**src/rtl/baud_gen_pkg.sv**
```systemverilog
package baud_gen_pkg;

    localparam int PRESC_W   = 6;
    localparam int PRESC_MAX = 48;

    typedef enum logic {
        ST_IDLE = 1'b0,
        ST_RUN  = 1'b1
    } bg_state_t;

    // Prescale ratio for each 2-bit code.
    function automatic logic [PRESC_W-1:0] presc_ratio(input logic [1:0] code);
        logic [PRESC_W-1:0] r;
        unique case (code)
            2'b00: r = PRESC_W'(12);
            2'b01: r = PRESC_W'(4);
            2'b10: r = PRESC_W'(48);
            2'b11: r = PRESC_W'(1);
            default: r = PRESC_W'(1);
        endcase
        return r;
    endfunction

endpackage

```
**src/rtl/baud_presc.sv**
```systemverilog
module baud_presc
    import baud_gen_pkg::*;
(
    input  logic               clk,
    input  logic               rst_n,
    input  logic               clear,
    input  logic               active,
    input  logic               src_tick,
    input  logic [PRESC_W-1:0] ratio,
    output logic               ptick
);

    logic [PRESC_W-1:0] pcnt;
    logic               at_end;

    // Comparison with >= tolerates a ratio lowered in mid-count.
    assign at_end = (pcnt >= (ratio - 1'b1));
    assign ptick  = active && src_tick && at_end;

    always_ff @(posedge clk) begin
        if (!rst_n) begin
            pcnt <= '0;
        end else if (clear) begin
            pcnt <= '0;
        end else if (active && src_tick) begin
            pcnt <= at_end ? '0 : pcnt + 1'b1;
        end
    end

    // the division count never leaves the range of the largest ratio
    a_r3_pcnt_range: assert property (@(posedge clk) disable iff (!rst_n)
        int'(pcnt) < PRESC_MAX);

    // a clear leaves the prescaler at zero
    a_r7_clear_zero: assert property (@(posedge clk) disable iff (!rst_n)
        clear |=> (pcnt == '0));

    // without a source strobe the prescaler holds
    a_r4_hold_no_tick: assert property (@(posedge clk) disable iff (!rst_n)
        (!src_tick && !clear) |=> $stable(pcnt));

endmodule

```
**src/rtl/baud_reload_regs.sv**
```systemverilog
module baud_reload_regs #(
    parameter int CNT_W = 16
) (
    input  logic             clk,
    input  logic             rst_n,
    input  logic             wr_hi,
    input  logic             wr_lo,
    input  logic [7:0]       wr_data,
    output logic [CNT_W-1:0] reload
);

    localparam int HI_W = CNT_W - 8;

    logic [HI_W-1:0] stage_hi;

    always_ff @(posedge clk) begin
        if (!rst_n) begin
            stage_hi <= '0;
            reload   <= '0;
        end else begin
            if (wr_hi) begin
                stage_hi <= wr_data[HI_W-1:0];
            end
            if (wr_lo) begin
                reload <= {stage_hi, wr_data};
            end
        end
    end

    // the committed value only moves on a lower-byte write
    a_r8_hold_without_lo: assert property (@(posedge clk) disable iff (!rst_n)
        !wr_lo |=> $stable(reload));

    // a lower-byte write lands in the low byte of the committed value
    a_r8_commit_low: assert property (@(posedge clk) disable iff (!rst_n)
        wr_lo |=> (reload[7:0] == $past(wr_data)));

endmodule

```
**src/rtl/baud_timer.sv**
```systemverilog
module baud_timer #(
    parameter int CNT_W = 16
) (
    input  logic             clk,
    input  logic             rst_n,
    input  logic             load,
    input  logic             step,
    input  logic [CNT_W-1:0] reload,
    output logic             wrap
);

    logic [CNT_W-1:0] cnt;

    assign wrap = step && (&cnt);

    always_ff @(posedge clk) begin
        if (!rst_n) begin
            cnt <= '0;
        end else if (load) begin
            cnt <= reload;
        end else if (step) begin
            cnt <= wrap ? reload : cnt + 1'b1;
        end
    end

    // between wraps the counter moves up by exactly one per step
    a_r2_step_one: assert property (@(posedge clk) disable iff (!rst_n)
        (step && !load && !(&cnt)) |=> (cnt == $past(cnt) + 1'b1));

    // a wrap restarts from the committed start value
    a_r2_wrap_reload: assert property (@(posedge clk) disable iff (!rst_n)
        (wrap && !load) |=> (cnt == $past(reload)));

    // a start loads the start value
    a_r7_load_value: assert property (@(posedge clk) disable iff (!rst_n)
        load |=> (cnt == $past(reload)));

endmodule

```
**src/rtl/baud_gen_top.sv**
```systemverilog
module baud_gen_top
    import baud_gen_pkg::*;
#(
    parameter int CNT_W = 16
) (
    input  logic       clk,
    input  logic       rst_n,
    input  logic       cfg_en,
    input  logic       cfg_src,
    input  logic [1:0] cfg_presc,
    input  logic       sys_tick,
    input  logic       per_tick,
    input  logic       wr_hi,
    input  logic       wr_lo,
    input  logic [7:0] wr_data,
    output logic       ovf_pulse,
    output logic       baud_out
);

    bg_state_t          state, state_nxt;
    logic               start_load;
    logic               running;
    logic               src_tick;
    logic               ptick;
    logic               wrap;
    logic [CNT_W-1:0]   reload;
    logic [PRESC_W-1:0] ratio;

    assign start_load = (state == ST_IDLE) && cfg_en;
    assign running    = (state == ST_RUN) && cfg_en;
    assign src_tick   = cfg_src ? per_tick : sys_tick;
    assign ratio      = presc_ratio(cfg_presc);

    // State register
    always_ff @(posedge clk) begin
        if (!rst_n) begin
            state <= ST_IDLE;
        end else begin
            state <= state_nxt;
        end
    end

    // Transitions
    always_comb begin
        state_nxt = state;
        unique case (state)
            ST_IDLE: if (cfg_en)  state_nxt = ST_RUN;
            ST_RUN:  if (!cfg_en) state_nxt = ST_IDLE;
            default: state_nxt = ST_IDLE;
        endcase
    end

    // Outputs
    always_ff @(posedge clk) begin
        if (!rst_n) begin
            baud_out  <= 1'b0;
            ovf_pulse <= 1'b0;
        end else begin
            unique case (state)
                ST_IDLE: begin
                    baud_out  <= 1'b0;
                    ovf_pulse <= 1'b0;
                end
                ST_RUN: begin
                    if (!cfg_en) begin
                        baud_out  <= 1'b0;
                        ovf_pulse <= 1'b0;
                    end else begin
                        ovf_pulse <= wrap;
                        if (wrap) baud_out <= ~baud_out;
                    end
                end
                default: begin
                    baud_out  <= 1'b0;
                    ovf_pulse <= 1'b0;
                end
            endcase
        end
    end

    baud_reload_regs #(.CNT_W(CNT_W)) u_regs (
        .clk     (clk),
        .rst_n   (rst_n),
        .wr_hi   (wr_hi),
        .wr_lo   (wr_lo),
        .wr_data (wr_data),
        .reload  (reload)
    );

    baud_presc u_presc (
        .clk      (clk),
        .rst_n    (rst_n),
        .clear    (start_load),
        .active   (running),
        .src_tick (src_tick),
        .ratio    (ratio),
        .ptick    (ptick)
    );

    baud_timer #(.CNT_W(CNT_W)) u_timer (
        .clk    (clk),
        .rst_n  (rst_n),
        .load   (start_load),
        .step   (ptick),
        .reload (reload),
        .wrap   (wrap)
    );

    // idle keeps both outputs low
    a_r6_idle_quiet: assert property (@(posedge clk) disable iff (!rst_n)
        (state == ST_IDLE) |-> (!ovf_pulse && !baud_out));

    // a wrap while enabled is marked by a pulse in the next cycle
    a_r5_wrap_pulse: assert property (@(posedge clk) disable iff (!rst_n)
        (running && wrap) |=> ovf_pulse);

    // while running, the baud output changes only together with a pulse
    a_r5_toggle_with_pulse: assert property (@(posedge clk) disable iff (!rst_n)
        ((state == ST_RUN) && ($past(state) == ST_RUN) && (baud_out != $past(baud_out)))
            |-> ovf_pulse);

    // the start edge leaves the baud output low
    a_r7_start_low: assert property (@(posedge clk) disable iff (!rst_n)
        start_load |=> !baud_out);

endmodule

```
**config.mk**
```make
export PLATFORM = sky130hd
export DESIGN_NAME = baud_gen_top
export DESIGN_NICKNAME = d
export VERILOG_FILES = /design/src/rtl/baud_gen_pkg.sv /design/src/rtl/baud_presc.sv /design/src/rtl/baud_reload_regs.sv /design/src/rtl/baud_timer.sv /design/src/rtl/baud_gen_top.sv
export SDC_FILE = /design/constraint.sdc
export NUM_CORES = 1
export LEC_CHECK = 0
export BUFFER_PORTS_ARGS = -buffer_cell sky130_fd_sc_hd__clkbuf_2
export CORE_MARGIN = 5
export CORE_UTILIZATION = 43
export CTS_CLUSTER_SIZE = 10
export DETAILED_ROUTE_END_ITERATION = 8
export PLACE_DENSITY_LB_ADDON = 0.25
export SKIP_LAST_GASP = 1
export SYNTH_ARGS = -nofsm -noshare
export SYNTH_HDL_FRONTEND = slang
export SYNTH_SLANG_ARGS = --single-unit
```
**constraint.sdc**
```tcl
create_clock -name clk -period 3.34 [get_ports clk]
set_clock_uncertainty 0.05 [all_clocks]
set_input_delay 0.668 -clock clk [delete_from_list [all_inputs] [get_ports clk]]
set_output_delay 0.668 -clock clk [all_outputs]
set_load 0.05 [all_outputs]
```
Yosys cells after proc, flatten, opt, wreduce, memory -nomap -nowiden --
Cells that the tools add are included.
Operators by class: equal/unequal tests 4, muxes and demuxes 12, order comparisons 1, reduce and logical (&&, ||, !) cells 9, bitwise gates (word level) 3, add/sub/neg operators 3
Operators with widths (count):
- 16-bit 2-to-1 mux | 3
- 6-bit case mux with 4 select lines | 1
- 16-bit by 1-bit adder with 16-bit output (second input constant) | 1
- 16-bit AND reduction | 1
- 6-bit by 1-bit adder with 6-bit output (second input constant) | 1
- 6-bit >= comparator | 1
- 6-bit 2-to-1 mux | 1
- 6-bit by 1-bit subtractor with 6-bit output (second input constant) | 1
- 1-bit logical AND | 5
- 1-bit 2-to-1 mux | 5
- 2-bit == test (second input constant) | 2
- 1-bit case mux with 2 select lines | 2
- 3-bit by 2-bit != test with 1-bit output (second input constant) | 1
- 1-bit inverter | 3
- 2-bit by 1-bit == test with 1-bit output (second input constant) | 1
- 2-bit logical NOT | 1
- 2-bit nonzero test | 1
- 2-bit OR reduction | 1
Word-level totals: register bits after elaboration 49, word-level logic and storage cells 39, output and inout bits 2, input bits 18

Longest topological paths before layout --
Gate-level depths: netlist of run 1.
depth after elaboration 9, mapped depth 9, depth with buffers taken out 8

By module --
From an unflattened synthesis of run 1, not the netlist that was laid out.
Unflattened totals: cells, all modules 275, area, all modules 2597.5 µm²
By module, submodules not included:
- baud_timer | instances 1, cells each 130, area an instance 1052.3 µm²
- baud_reload_regs | instances 1, cells each 77, area an instance 917.1 µm²
- baud_presc | instances 1, cells each 53, area an instance 491.7 µm²
- baud_gen_top | instances 1, cells each 15, area an instance 136.4 µm²

Worst setup path after synthesis of run 1 --
Ideal clock, no wire load.
path kind input port to flip-flop, start input cfg_presc[0], end register u_timer.cnt[7], required time 3.211 ns, library setup time 0.079 ns, path slack 0.968 ns, cell stages on the path 8, arrival 2.243 ns, cell sequence nand2b_1 -> ha_1 -> nand2_1 -> nor2_1 -> a21o_2 -> nand2_2 -> or4_1 -> o211ai_1
Between the ends: cells in the longest elaborated chain, start to end 9, elaborated cells between the ends (all ways) 13, classes of those cells add/sub (1); order compare (1); eq/ne (3); mux (4); reduce/logical (4)
RTL lines:
- start: declaration | RTL line baud_gen_top.sv:10 | input logic [1:0] cfg_presc,
- 2-bit == test, or another cell as far along | RTL line baud_gen_pkg.sv:14 | unique case (code)
- 6-bit case mux with 4 select lines (*) | RTL line baud_gen_pkg.sv:14
- 6-bit by 1-bit subtractor with 6-bit output (*) | RTL line baud_presc.sv:17 | assign at_end = (pcnt >= (ratio - 1'b1));
- 6-bit >= comparator (*) | RTL line baud_presc.sv:17
- 1-bit logical AND (*) | RTL line baud_presc.sv:18 | assign ptick = active && src_tick && at_end;
- 1-bit logical AND | RTL line baud_timer.sv:14 | assign wrap = step && (&cnt);
- 16-bit 2-to-1 mux | RTL line baud_timer.sv:22 | cnt <= wrap ? reload : cnt + 1'b1;
- 16-bit 2-to-1 mux | RTL line baud_timer.sv:21 | end else if (step) begin
- 16-bit 2-to-1 mux | RTL line baud_timer.sv:19 | end else if (load) begin
- end signal: assignment | RTL line baud_timer.sv:20 | cnt <= reload;
- end signal: assignment | RTL line baud_timer.sv:22
- end: declaration | RTL line baud_timer.sv:12 | logic [CNT_W-1:0] cnt;
Every way passes the cells marked *; elsewhere a longest branch is shown, timed or not. The select of a mux whose other input is x is not followed. A chain may end at the register's enable or synchronous reset.

Final worst setup path of run 1 --
start input cfg_presc[0], end register u_timer.cnt[0]
The elaborated chain is that of the path after synthesis.

==> results of run 1 <==
cell families after synthesis:
kind of cell,count (synthesis),share of synthesized area [%]
other,1,0.153
XOR/XNOR,6,2.14
adder cells (fa/ha/maj),8,4.08
flip-flops,49,40.0
AO/OA/AOI/OAI,57,17.2
multiplexers,27,11.2
buffers and inverters,16,2.96
AND/OR/NAND/NOR,108,22.2
worst max-delay path, cell delays in order:
cell	delay, ps
sky130_fd_sc_hd__clkbuf_2	100
sky130_fd_sc_hd__nand2b_1	170
sky130_fd_sc_hd__ha_1	300
sky130_fd_sc_hd__nand2_1	80
sky130_fd_sc_hd__nor2_1	220
sky130_fd_sc_hd__a21oi_2	160
sky130_fd_sc_hd__o21ai_1	480
sky130_fd_sc_hd__a21boi_0	180
sky130_fd_sc_hd__o21a_1	210
power by group through the flow:
stage,registers (µW),clock network (µW),logic [µW]
2_1_floorplan,637,0,88.7
3_3_place_gp,642,0,115
3_5_place_dp,643,0,116
4_1_cts,630,509,117
5_1_grt,634,541,131
6_report,630,498,116
per-layer routing:
layer  vias to the layer above  wire, µm  track usage, %
met4                         0       110            5.61
met5                         -         0               0
met2                        44      2420            24.5
met3                        10       222            3.65
li1                       1018         -               -
met1                       931      2650            20.5
final timing paths:
check / startpoint / endpoint / slack (ps) / cells past startpoint
worst min register to register: u_regs.reload[4] / u_timer.cnt[4] / 430 / 2
worst max register to register: u_presc.pcnt[0] / u_timer.cnt[5] / 1100 / 8
worst min-delay path: u_regs.reload[4] / u_timer.cnt[4] / 430 / 2
worst max-delay path: cfg_presc[0] / u_timer.cnt[0] / 920 / 9
layout make-up:
cell class	count	area, µm²
Multi-Input combinational cell	207	1400
Fill cell	565	2810
Clock buffer	5	68.8
Timing Repair Buffer	21	110
Sequential cell	49	981
Clock inverter	3	65.1
Tap cell	72	90.1
Inverter	4	15.0
metrics by stage:
stage	utilization [%]	instance area [µm²]
2_1_floorplan	-	2450
3_3_place_gp	46.8	2590
3_5_place_dp	46.8	2590
4_1_cts	49.3	2730
5_1_grt	49.3	2730
6_report	49.3	2730
cell usage after synthesis (3+ instances only):
master,instances,share of area [%]
sky130_fd_sc_hd__nand3_1,9,1.8
sky130_fd_sc_hd__o21ai_0,6,1.2
sky130_fd_sc_hd__nand2b_1,4,1.0
sky130_fd_sc_hd__xor2_1,4,1.4
sky130_fd_sc_hd__inv_1,4,0.61
sky130_fd_sc_hd__nand3_2,3,1.2
sky130_fd_sc_hd__a21oi_1,10,2.0
sky130_fd_sc_hd__dfxtp_1,49,40
sky130_fd_sc_hd__nor3_1,5,1.0
sky130_fd_sc_hd__clkbuf_1,9,1.4
sky130_fd_sc_hd__a211oi_1,7,2.1
sky130_fd_sc_hd__o21ai_1,6,1.2
sky130_fd_sc_hd__and3_1,5,1.3
sky130_fd_sc_hd__nand2_1,25,3.8
sky130_fd_sc_hd__o21a_1,3,0.92
sky130_fd_sc_hd__ha_1,8,4.1
sky130_fd_sc_hd__nand4_1,4,1.0
sky130_fd_sc_hd__mux2i_1,26,11
sky130_fd_sc_hd__nor2_1,39,6.0
sequential cells by signal (all words and copies together) (netlist names):
signal / cells
u_regs.reload: 16
u_timer.cnt: 16
u_regs.stage_hi: 8
u_presc.pcnt: 6
baud_out: 1
ovf_pulse: 1
state: 1
==> flow_summary.html, run 1 <==
<table>
<tr><th>Metric</th><th>Value</th></tr>
<tr><th colspan="2">Outcome</th></tr>
<tr><td>Outcome</td><td>completed</td></tr>
<tr><th colspan="2">Pwr</th></tr>
<tr><td>Power per Cell Area</td><td>456 nW/µm²</td></tr>
<tr><td>Net switching component of the power</td><td>287 µW</td></tr>
<tr><td>Highest ir drop seen on vdd</td><td>238 µV</td></tr>
<tr><td>Sequential group share of total power</td><td>50.6%</td></tr>
<tr><td>Clock share of power</td><td>40.0%</td></tr>
<tr><td>Total leakage power</td><td>0.00110 µW</td></tr>
<tr><td>Combinational share of power</td><td>9.3%</td></tr>
<tr><td>Tot Pwr</td><td>1240 µW</td></tr>
<tr><td>Sw Share</td><td>23.1%</td></tr>
<tr><td>Cell Int Power</td><td>957 µW</td></tr>
<tr><th colspan="2">Place</th></tr>
<tr><td>Placed cells</td><td>353</td></tr>
<tr><td>Final weighted congestion in routability-driven placement</td><td>0.874</td></tr>
<tr><td>IO Port Bufs</td><td>19</td></tr>
<tr><td>Worst slack, placed</td><td>645 ps</td></tr>
<tr><td>HPWL after detailed placement</td><td>3.91 mm</td></tr>
<tr><th colspan="2">Final layout</th></tr>
<tr><td>Share of final-layout standard cells stronger than drive strength 1</td><td>16.3%</td></tr>
<tr><td>Final Non-Filler Cells</td><td>361</td></tr>
<tr><td># diodes</td><td>0</td></tr>
<tr><td>Area delta synth-&gt;final</td><td>11.3%</td></tr>
<tr><td>Net count of the finished layout</td><td>314</td></tr>
<tr><td>Most frequent standard cell in the layout excluding fill and tap cells</td><td>sky130_fd_sc_hd__dfxtp_1</td></tr>
<tr><td>Top library cells by usage in the layout, fill and taps aside</td><td>sky130_fd_sc_hd__dfxtp_1, sky130_fd_sc_hd__nor2_1, sky130_fd_sc_hd__mux2i_1</td></tr>
<tr><th colspan="2">Critical path</th></tr>
<tr><td>Type of destination of the critical path</td><td>flip-flop</td></tr>
<tr><td>Startpoint type of the worst setup path</td><td>input port</td></tr>
<tr><td>Critical path data arrival time</td><td>2570 ps</td></tr>
<tr><td>Worst path required time</td><td>3490 ps</td></tr>
<tr><td>Crit-path max FO</td><td>8</td></tr>
<tr><td>Critical path start-end classification</td><td>input port to flip-flop</td></tr>
<tr><th colspan="2">Floorplan</th></tr>
<tr><td>Vertical die dimension</td><td>85.5 µm</td></tr>
<tr><td>Placeable core region</td><td>5540 µm²</td></tr>
<tr><td>Ports</td><td>20</td></tr>
<tr><td>Die width</td><td>85.5 µm</td></tr>
<tr><td>Initial core utilization</td><td>44.3%</td></tr>
<tr><td>Die outline area</td><td>7310 µm²</td></tr>
<tr><td>Row Count</td><td>27</td></tr>
<tr><th colspan="2">GRT</th></tr>
<tr><td>Number of global-route vias before repair</td><td>1893</td></tr>
<tr><td>Maximum number of pins on one net before global-route repair</td><td>29</td></tr>
<tr><td>Aggregate global-route resource usage</td><td>15.5%</td></tr>
<tr><td>Global-route wire length before repair</td><td>9.16 mm</td></tr>
<tr><td>Number of antenna violations at the first check in global routing</td><td>0</td></tr>
<tr><td>Total congestion overflow</td><td>0</td></tr>
<tr><th colspan="2">Timing</th></tr>
<tr><td>Time the worst path needs with I/O delays and setup</td><td>2420 ps</td></tr>
<tr><td>Final Worst Setup Slack</td><td>925 ps</td></tr>
<tr><td>Max-slew headroom</td><td>59.8%</td></tr>
<tr><td>Tcrit/Tclk final</td><td>72.3%</td></tr>
<tr><td>Final Slew Violations</td><td>0</td></tr>
<tr><td>Fin. Hold Viols</td><td>0</td></tr>
<tr><td>Final sum of negative setup slack</td><td>0 ps</td></tr>
<tr><td>Measured slew at the worst slew-check pin</td><td>601 ps</td></tr>
<tr><td>Final number of setup-violating endpoints</td><td>0</td></tr>
<tr><td>Top achievable clock speed</td><td>0.414 GHz</td></tr>
<tr><td>RSZ-0062 raised after global routing</td><td>false</td></tr>
<tr><td>Hold Worst Slack</td><td>430 ps</td></tr>
<tr><th colspan="2">Synthesis</th></tr>
<tr><td>Portion of the post-synthesis area used by sequential elements</td><td>40.0%</td></tr>
<tr><td>Number of synthesis warnings</td><td>0</td></tr>
<tr><td>Post-synthesis sequential element count</td><td>49</td></tr>
<tr><td>Synth Instances</td><td>272</td></tr>
<tr><td>Avg Cell Area, Syn</td><td>9.02 µm²</td></tr>
<tr><td>Count of different cell masters after synthesis</td><td>60</td></tr>
<tr><td>Top flip-flop cell by instance count after synthesis</td><td>sky130_fd_sc_hd__dfxtp_1</td></tr>
<tr><td>Synth Cell Area</td><td>2450 µm²</td></tr>
<tr><td>Post-Syn Nets</td><td>298</td></tr>
<tr><td>Async S/R FF share, synth</td><td>0%</td></tr>
<tr><td>Count of flip-flops with a built-in enable after synthesis</td><td>0</td></tr>
<tr><th colspan="2">Routing</th></tr>
<tr><td>Vias per Instance</td><td>5.55</td></tr>
<tr><td>First-pass iteration count of the detailed router</td><td>4</td></tr>
<tr><td>Remaining routing DRC violations</td><td>0</td></tr>
<tr><td>Number of DRC markers after the initial detailed-route iteration</td><td>129</td></tr>
<tr><td>Via count of the routed design</td><td>2003</td></tr>
<tr><td>Post-detailed-route count of antenna-violating nets</td><td>0</td></tr>
<tr><td>Final routed wire length divided by cell count</td><td>15.0 µm</td></tr>
<tr><td>Total routed wirelength</td><td>5.40 mm</td></tr>
<tr><th colspan="2">Clocking</th></tr>
<tr><td>Clock transition at the registers of the reported paths</td><td>90 ps</td></tr>
<tr><td>Clock Root Buffer</td><td>sky130_fd_sc_hd__clkbuf_8</td></tr>
<tr><td>CTS Sinks</td><td>49</td></tr>
<tr><td>Post-cts gate resize count</td><td>0</td></tr>
<tr><td>Number of buffers on the longest clock path</td><td>2</td></tr>
<tr><td>Worst-Skew Late Latency</td><td>300 ps</td></tr>
<tr><td>Post-cts hold buffer count</td><td>0</td></tr>
<tr><td>Number of buffers created by CTS</td><td>5</td></tr>
<tr><td>Setup Buffers After CTS</td><td>0</td></tr>
<tr><td>Clock tree from TritonCTS</td><td>yes</td></tr>
<tr><td># H-tree levels</td><td>2</td></tr>
<tr><th colspan="2">Job</th></tr>
<tr><td>Max-cap violations</td><td>0</td></tr>
<tr><th colspan="2">Worst hold path</th></tr>
<tr><td>Worst hold-check path type</td><td>flip-flop to flip-flop</td></tr>
</table>
Note: power is estimated with default switching activity, not from simulation.
==> inputs of run 2 (changes only) <==
clock period = 2.3 ns   (was 3.34 ns; I/O delays follow)
==> flow_summary.html, run 2 (synthesized netlist as in run 1, its figures left out) <==
<table>
<tr><th>Metric</th><th>Value</th></tr>
<tr><th colspan="2">Floorplan</th></tr>
<tr><td>Placeable core region</td><td>5540 µm² (unchanged)</td></tr>
<tr><td>Ports</td><td>20 (unchanged)</td></tr>
<tr><td>Die outline area</td><td>7310 µm² (unchanged)</td></tr>
<tr><td>Row Count</td><td>27 (unchanged)</td></tr>
<tr><td>Die width</td><td>85.5 µm (unchanged)</td></tr>
<tr><td>Initial core utilization</td><td>44.3% (unchanged)</td></tr>
<tr><td>Vertical die dimension</td><td>85.5 µm (unchanged)</td></tr>
<tr><th colspan="2">Pwr</th></tr>
<tr><td>Clock share of power</td><td>37.8% (-2.2 points)</td></tr>
<tr><td>Cell Int Power</td><td>1300 µW (+36%)</td></tr>
<tr><td>Sw Share</td><td>26.0% (+3.0 points)</td></tr>
<tr><td>Highest ir drop seen on vdd</td><td>423 µV (+78%)</td></tr>
<tr><td>Combinational share of power</td><td>10.1% (+0.8 points)</td></tr>
<tr><td>Total leakage power</td><td>0.00116 µW (+5.0%)</td></tr>
<tr><td>Sequential group share of total power</td><td>52.1% (+1.5 points)</td></tr>
<tr><td>Power per Cell Area</td><td>622 nW/µm² (+37%)</td></tr>
<tr><td>Net switching component of the power</td><td>457 µW (+60%)</td></tr>
<tr><th colspan="2">Final layout</th></tr>
<tr><td>Net count of the finished layout</td><td>327 (+4.1%)</td></tr>
<tr><td>Area delta synth-&gt;final</td><td>15.2%</td></tr>
<tr><td># diodes</td><td>0 (unchanged)</td></tr>
<tr><td>Top library cells by usage in the layout, fill and taps aside</td><td>sky130_fd_sc_hd__dfxtp_1, sky130_fd_sc_hd__nor2_1, sky130_fd_sc_hd__mux2i_1</td></tr>
<tr><td>Most frequent standard cell in the layout excluding fill and tap cells</td><td>sky130_fd_sc_hd__dfxtp_1</td></tr>
<tr><td>Share of final-layout standard cells stronger than drive strength 1</td><td>19.9% (+3.6 points)</td></tr>
<tr><td>Top Registers</td><td>u_regs.reload x16, u_timer.cnt x16, u_regs.stage_hi x8</td></tr>
<tr><td>Post-layout utilization of the core</td><td>51.0% (+1.7 points)</td></tr>
<tr><td>Design Area, Final</td><td>2820 µm² (+3.5%)</td></tr>
<tr><th colspan="2">Routing</th></tr>
<tr><td>Final routed wire length divided by cell count</td><td>15.0 µm (+0.22%)</td></tr>
<tr><td>Number of DRC markers after the initial detailed-route iteration</td><td>122 (-5.4%)</td></tr>
<tr><td>First-pass iteration count of the detailed router</td><td>5 (+1)</td></tr>
<tr><td>Via count of the routed design</td><td>2075 (+3.6%)</td></tr>
<tr><td>Post-detailed-route count of antenna-violating nets</td><td>0 (unchanged)</td></tr>
<tr><td>Vias per Instance</td><td>5.55 (about the same)</td></tr>
<tr><td>Remaining routing DRC violations</td><td>0 (unchanged)</td></tr>
<tr><td>Total routed wirelength</td><td>5.61 mm (+3.8%)</td></tr>
<tr><th colspan="2">Critical path</th></tr>
<tr><td>Worst path required time</td><td>2450 ps (-1040 ps)</td></tr>
<tr><td>Cell Chain, Critical Path</td><td>ha_1 &gt; nand3_1 &gt; nor2_1 &gt; and3_4 &gt; a31oi_4 &gt; buf_4 &gt; o2111ai_1 &gt; o221ai_1</td></tr>
<tr><td>Crit-path max FO</td><td>7 (-1)</td></tr>
<tr><td>Startpoint type of the worst setup path</td><td>flip-flop</td></tr>
<tr><td>Maximum cell stage delay along the critical path</td><td>430 ps (-50 ps)</td></tr>
<tr><td>Critical path data arrival time</td><td>2250 ps (-320 ps)</td></tr>
<tr><td>Critical path start-end classification</td><td>flip-flop to flip-flop</td></tr>
<tr><td>Type of destination of the critical path</td><td>flip-flop</td></tr>
<tr><td>Critical path's slowest cell</td><td>sky130_fd_sc_hd__dfxtp_1</td></tr>
<tr><th colspan="2">Clocking</th></tr>
<tr><td>Worst-Skew Late Latency</td><td>320 ps (+20 ps)</td></tr>
<tr><td># H-tree levels</td><td>2 (unchanged)</td></tr>
<tr><td>Number of buffers created by CTS</td><td>5 (unchanged)</td></tr>
<tr><td>Number of buffers on the longest clock path</td><td>2 (unchanged)</td></tr>
<tr><td>CTS Sinks</td><td>49 (unchanged)</td></tr>
<tr><td>Post-cts hold buffer count</td><td>0 (unchanged)</td></tr>
<tr><td>Setup Buffers After CTS</td><td>0 (unchanged)</td></tr>
<tr><td>Clock tree from TritonCTS</td><td>yes</td></tr>
<tr><td>Clock Root Buffer</td><td>sky130_fd_sc_hd__clkbuf_8</td></tr>
<tr><td>Post-cts gate resize count</td><td>0 (unchanged)</td></tr>
<tr><td>Clock transition at the registers of the reported paths</td><td>100 ps (about the same)</td></tr>
<tr><th colspan="2">GRT</th></tr>
<tr><td>Aggregate global-route resource usage</td><td>15.5% (+0.018 points)</td></tr>
<tr><td>Total congestion overflow</td><td>0 (unchanged)</td></tr>
<tr><td>Number of global-route vias before repair</td><td>1929 (+1.9%)</td></tr>
<tr><td>Global-route wire length before repair</td><td>9.21 mm (+0.60%)</td></tr>
<tr><td>Number of antenna violations at the first check in global routing</td><td>0 (unchanged)</td></tr>
<tr><td>Maximum number of pins on one net before global-route repair</td><td>29 (unchanged)</td></tr>
<tr><th colspan="2">Timing</th></tr>
<tr><td>Time the worst path needs with I/O delays and setup</td><td>2100 ps</td></tr>
<tr><td>Top achievable clock speed</td><td>0.476 GHz</td></tr>
<tr><td>Fin. Hold Viols</td><td>0 (unchanged)</td></tr>
<tr><td>RSZ-0062 raised after global routing</td><td>false</td></tr>
<tr><td>Final number of setup-violating endpoints</td><td>0 (unchanged)</td></tr>
<tr><td>Final sum of negative setup slack</td><td>0 ps (unchanged)</td></tr>
<tr><td>Final Slew Violations</td><td>0 (unchanged)</td></tr>
<tr><td>Tcrit/Tclk final</td><td>91.3%</td></tr>
<tr><td>Measured slew at the worst slew-check pin</td><td>641 ps (+40.3 ps)</td></tr>
<tr><td>Final Worst Setup Slack</td><td>199 ps (-726 ps)</td></tr>
<tr><td>Max-slew headroom</td><td>57.1% (-2.7 points)</td></tr>
<tr><th colspan="2">Place</th></tr>
<tr><td>Final weighted congestion in routability-driven placement</td><td>0.837 (-4.2%)</td></tr>
<tr><td>IO Port Bufs</td><td>19 (unchanged)</td></tr>
<tr><td>Cell area after placement</td><td>2710 µm² (+4.2%)</td></tr>
<tr><td>HPWL after detailed placement</td><td>4.13 mm (+5.7%)</td></tr>
<tr><td>Worst slack, placed</td><td>-40.1 ps (-685 ps)</td></tr>
<tr><th colspan="2">Outcome</th></tr>
<tr><td>Outcome</td><td>completed</td></tr>
<tr><th colspan="2">Job</th></tr>
<tr><td>Max-cap violations</td><td>0 (unchanged)</td></tr>
<tr><th colspan="2">Worst hold path</th></tr>
<tr><td>Worst hold-check path type</td><td>input port to flip-flop</td></tr>
</table>
## run 2: cell types whose count changed in the layout (fill, tap and decap cells not counted), sizes merged
| cell | delta |
|---|---|
| bufinv | -1 |
| inv | +1 |
| buf | +13 |
## run 2: per-layer routing
| layer | vias to the layer above | wire length (µm) | track usage, % |
|---|---|---|---|
| met5 | - | 0 | 0 |
| met4 | 0 | 88 | 5.61 |
| met3 | 11 | 250 | 3.46 |
| met2 | 42 | 2610 | 24.6 |
| met1 | 981 | 2660 | 20.5 |
| li1 | 1041 | - | - |
## run 2: worst paths after layout
| path | start | end | slack, ps | cells past startpoint |
|---|---|---|---|---|
| max | u_timer.cnt[0] | u_timer.cnt[13] | 200 | 8 |
| min | wr_data[3] | u_regs.stage_hi[3] | 340 | 3 |
| max reg2reg | u_timer.cnt[0] | u_timer.cnt[13] | 200 | 8 |
| min reg2reg | u_regs.reload[14] | u_timer.cnt[14] | 440 | 2 |
## run 2: final cells by class
class | instances | area (µm²)
Fill cell | 542 | 2720
Multi-Input combinational cell | 207 | 1400
Sequential cell | 49 | 981
Timing Repair Buffer | 34 | 220
Tap cell | 72 | 90.1
Clock buffer | 5 | 68.8
Clock inverter | 3 | 50.0
Inverter | 4 | 15.0
## run 2: power groups by stage
stage	logic [µW]	clock network, µW	registers [µW]
CTS	179	673	916
floorplan	129	0	925
detailed placement	178	0	935
finish	178	664	916
global placement	176	0	935
global route	198	708	921
## run 2: metrics by stage
stage | total power, µW | cells | hold slack, ps
after floorplan | 1050 | 272 | 381
after global placement | 1110 | 366 | 427
after detailed placement | 1110 | 366 | 430
after CTS | 1770 | 374 | 342
after global routing | 1830 | 374 | 348
final | 1760 | 374 | 341
## run 2: critical path: cells and delay by family, from the launching register on
kind	cells	cell delay (ps)
AND/OR/NAND/NOR	3	700
flip-flops	1	430
AO/OA/AOI/OAI	3	370
adder cells (fa/ha/maj)	1	230
buffers and inverters	1	210
==> inputs of run 3 (changes only) <==
CORE_UTILIZATION = 35   (was 43)
PLACE_DENSITY_LB_ADDON = default   (was 0.25)
==> flow_summary.html, run 3 (synthesized netlist as in run 1, its figures left out) <==
<table>
<tr><th>Metric</th><th>Value</th></tr>
<tr><th colspan="2">Place</th></tr>
<tr><td>HPWL after detailed placement</td><td>4.39 mm (+6.3%)</td></tr>
<tr><td>Final weighted congestion in routability-driven placement</td><td>0.865 (+3.3%)</td></tr>
<tr><td>Cell area after placement</td><td>2740 µm² (+1.1%)</td></tr>
<tr><td>IO Port Bufs</td><td>19 (unchanged)</td></tr>
<tr><th colspan="2">GRT</th></tr>
<tr><td>Global-route wire length before repair</td><td>9.83 mm (+6.7%)</td></tr>
<tr><td>Aggregate global-route resource usage</td><td>14.2% (-1.3 points)</td></tr>
<tr><td>Total congestion overflow</td><td>0 (unchanged)</td></tr>
<tr><td>Maximum number of pins on one net before global-route repair</td><td>29 (unchanged)</td></tr>
<tr><td>Number of antenna violations at the first check in global routing</td><td>0 (unchanged)</td></tr>
<tr><td>Number of global-route vias before repair</td><td>1999 (+3.6%)</td></tr>
<tr><th colspan="2">Routing</th></tr>
<tr><td>Total routed wirelength</td><td>5.95 mm (+6.0%)</td></tr>
<tr><td>Via count of the routed design</td><td>2103 (+1.3%)</td></tr>
<tr><td>Final routed wire length divided by cell count</td><td>14.9 µm (-0.38%)</td></tr>
<tr><td>Remaining routing DRC violations</td><td>0 (unchanged)</td></tr>
<tr><td>Vias per Instance</td><td>5.28 (-4.8%)</td></tr>
<tr><td>Post-detailed-route count of antenna-violating nets</td><td>0 (unchanged)</td></tr>
<tr><td>First-pass iteration count of the detailed router</td><td>4 (-1)</td></tr>
<tr><td>Number of DRC markers after the initial detailed-route iteration</td><td>108 (-11%)</td></tr>
<tr><th colspan="2">Timing</th></tr>
<tr><td>Measured slew at the worst slew-check pin</td><td>617 ps (-23.7 ps)</td></tr>
<tr><td>Final Slew Violations</td><td>0 (unchanged)</td></tr>
<tr><td>Final number of setup-violating endpoints</td><td>0 (unchanged)</td></tr>
<tr><td>Time the worst path needs with I/O delays and setup</td><td>2110 ps (+8.45 ps)</td></tr>
<tr><td>Tcrit/Tclk final</td><td>91.7% (+0.37 points)</td></tr>
<tr><td>Final sum of negative setup slack</td><td>0 ps (unchanged)</td></tr>
<tr><td>Fin. Hold Viols</td><td>0 (unchanged)</td></tr>
<tr><td>Max-slew headroom</td><td>58.7% (+1.6 points)</td></tr>
<tr><td>Top achievable clock speed</td><td>0.474 GHz (-0.40%)</td></tr>
<tr><td>Hold Worst Slack</td><td>350 ps (+9.10 ps)</td></tr>
<tr><td>RSZ-0062 raised after global routing</td><td>false</td></tr>
<tr><th colspan="2">Critical path</th></tr>
<tr><td>R2r endpoint</td><td>u_timer.cnt[13]</td></tr>
<tr><td>Type of destination of the critical path</td><td>flip-flop</td></tr>
<tr><td>Count of cells along the worst register-to-register path</td><td>8 (unchanged)</td></tr>
<tr><td>Launching point of the worst reg2reg path</td><td>u_timer.cnt[0]</td></tr>
<tr><td>Startpoint type of the worst setup path</td><td>flip-flop</td></tr>
<tr><td>Critical path data arrival time</td><td>2250 ps (about the same)</td></tr>
<tr><td>Crit-path max FO</td><td>7 (unchanged)</td></tr>
<tr><td>Critical path start-end classification</td><td>flip-flop to flip-flop</td></tr>
<tr><td>Worst reg2reg setup slack</td><td>190 ps (about the same)</td></tr>
<tr><td>Worst path required time</td><td>2440 ps (about the same)</td></tr>
<tr><th colspan="2">Final layout</th></tr>
<tr><td>Share of final-layout standard cells stronger than drive strength 1</td><td>20.2% (+0.33 points)</td></tr>
<tr><td>Top Registers</td><td>u_regs.reload x16, u_timer.cnt x16, u_regs.stage_hi x8</td></tr>
<tr><td>Net count of the finished layout</td><td>327 (unchanged)</td></tr>
<tr><td>Design Area, Final</td><td>2840 µm² (+0.58%)</td></tr>
<tr><td>Area delta synth-&gt;final</td><td>15.8%</td></tr>
<tr><td># diodes</td><td>0 (unchanged)</td></tr>
<tr><td>Post-layout utilization of the core</td><td>41.8% (-9.2 points)</td></tr>
<tr><td>Most frequent standard cell in the layout excluding fill and tap cells</td><td>sky130_fd_sc_hd__dfxtp_1</td></tr>
<tr><td>Top library cells by usage in the layout, fill and taps aside</td><td>sky130_fd_sc_hd__dfxtp_1, sky130_fd_sc_hd__nor2_1, sky130_fd_sc_hd__mux2i_1</td></tr>
<tr><th colspan="2">Outcome</th></tr>
<tr><td>Outcome</td><td>completed</td></tr>
<tr><th colspan="2">Clocking</th></tr>
<tr><td>Worst-Skew Late Latency</td><td>310 ps (about the same)</td></tr>
<tr><td>Clock Root Buffer</td><td>sky130_fd_sc_hd__clkbuf_8</td></tr>
<tr><td>Number of buffers on the longest clock path</td><td>2 (unchanged)</td></tr>
<tr><td>Setup Buffers After CTS</td><td>0 (unchanged)</td></tr>
<tr><td># H-tree levels</td><td>2 (unchanged)</td></tr>
<tr><td>CTS Sinks</td><td>49 (unchanged)</td></tr>
<tr><td>Number of buffers created by CTS</td><td>5 (unchanged)</td></tr>
<tr><td>Clock transition at the registers of the reported paths</td><td>100 ps (about the same)</td></tr>
<tr><td>Clock tree from TritonCTS</td><td>yes</td></tr>
<tr><th colspan="2">Worst hold path</th></tr>
<tr><td>Worst hold-check path type</td><td>input port to flip-flop</td></tr>
<tr><td>Worst hold stages</td><td>3 (unchanged)</td></tr>
<tr><td>End point of the most critical hold path</td><td>u_regs.reload[5]</td></tr>
<tr><td>Launch instance of the worst min-delay path</td><td>wr_data[5]</td></tr>
<tr><th colspan="2">Pwr</th></tr>
<tr><td>Net switching component of the power</td><td>455 µW (-0.43%)</td></tr>
<tr><td>Total leakage power</td><td>0.00115 µW (-0.71%)</td></tr>
<tr><td>Highest ir drop seen on vdd</td><td>439 µV (+3.7%)</td></tr>
<tr><td>Combinational share of power</td><td>11.0% (+0.9 points)</td></tr>
<tr><td>Cell Int Power</td><td>1190 µW (-8.1%)</td></tr>
<tr><td>Sequential group share of total power</td><td>55.6% (+3.5 points)</td></tr>
<tr><td>Sw Share</td><td>27.6% (+1.6 points)</td></tr>
<tr><td>Power per Cell Area</td><td>581 nW/µm² (-6.7%)</td></tr>
<tr><td>Clock share of power</td><td>33.4% (-4.4 points)</td></tr>
<tr><th colspan="2">Floorplan</th></tr>
<tr><td>Die width</td><td>93.7 µm (+9.6%)</td></tr>
<tr><td>Row Count</td><td>30 (+11%)</td></tr>
<tr><td>Die outline area</td><td>8780 µm² (+20%)</td></tr>
<tr><td>Placeable core region</td><td>6790 µm² (+23%)</td></tr>
<tr><td>Initial core utilization</td><td>36.1% (-8.2 points)</td></tr>
<tr><td>Ports</td><td>20 (unchanged)</td></tr>
<tr><td>Vertical die dimension</td><td>93.7 µm (+9.6%)</td></tr>
<tr><th colspan="2">Job</th></tr>
<tr><td>Max-cap violations</td><td>0 (unchanged)</td></tr>
</table>
run 3: power by group through the flow:
stage	Clock (µW)	Combinational (µW)	Sequential, µW
floorplan	0	129	925
global placement	0	178	935
detailed placement	0	182	935
CTS	567	183	916
global route	603	203	922
finish	552	181	917
run 3: metal layers:
metal  global-route usage, %  up-vias  routed length, µm
met5                       0        -                  0
met4                    4.33        0                 84
met3                    2.88        9                254
met2                    22.7       54               2810
met1                    19.2      986               2790
li1                        -     1054                  -
run 3: stage by stage:
| step | power (µW) | cells | setup slack (ps) |
|---|---|---|---|
| after floorplan | 1050 | 272 | 136 |
| after global placement | 1110 | 390 | -6.20 |
| after detailed placement | 1120 | 390 | -90.7 |
| after CTS | 1670 | 398 | 62.3 |
| after global routing | 1730 | 398 | 13.7 |
| final | 1650 | 398 | 191 |
run 3: worst max-delay path by stage:
| stage | from | end | slack, ps | depth (start not counted) |
|---|---|---|---|---|
| finish | u_timer.cnt[0] | u_timer.cnt[13] | 190 | 8 |
| detailed placement | cfg_presc[0] | u_timer.cnt[13] | -90 | 10 |
| floorplan | cfg_presc[0] | u_timer.cnt[7] | 140 | 8 |
| CTS | u_timer.cnt[0] | u_timer.cnt[13] | 60 | 8 |
| global route | u_timer.cnt[0] | u_timer.cnt[13] | 10 | 8 |
| global placement | cfg_presc[0] | u_timer.cnt[11] | -6 | 10 |
run 3: cell type report:
class / instances / area (µm²)
Fill cell: 687 / 3950
Tap cell: 96 / 120
Inverter: 4 / 15.0
Sequential cell: 49 / 981
Multi-Input combinational cell: 207 / 1410
Timing Repair Buffer: 34 / 220
Clock buffer: 5 / 68.8
Clock inverter: 3 / 28.8
run 3: what timing repair did:
item                       4_1_cts  5_1_grt
hold buffers                     0        0
setup endpoints to repair        0        8
resized for setup                0        2
run 3: worst max-delay path, stage by stage (launching register included):
cell and delay, ps:
sky130_fd_sc_hd__dfxtp_1 420, sky130_fd_sc_hd__ha_1 250, sky130_fd_sc_hd__nand3_1 220, sky130_fd_sc_hd__nor2_4 200
sky130_fd_sc_hd__and3_4 260, sky130_fd_sc_hd__a31oi_4 140, sky130_fd_sc_hd__buf_4 220, sky130_fd_sc_hd__o2111ai_1 100
sky130_fd_sc_hd__o221ai_1 140
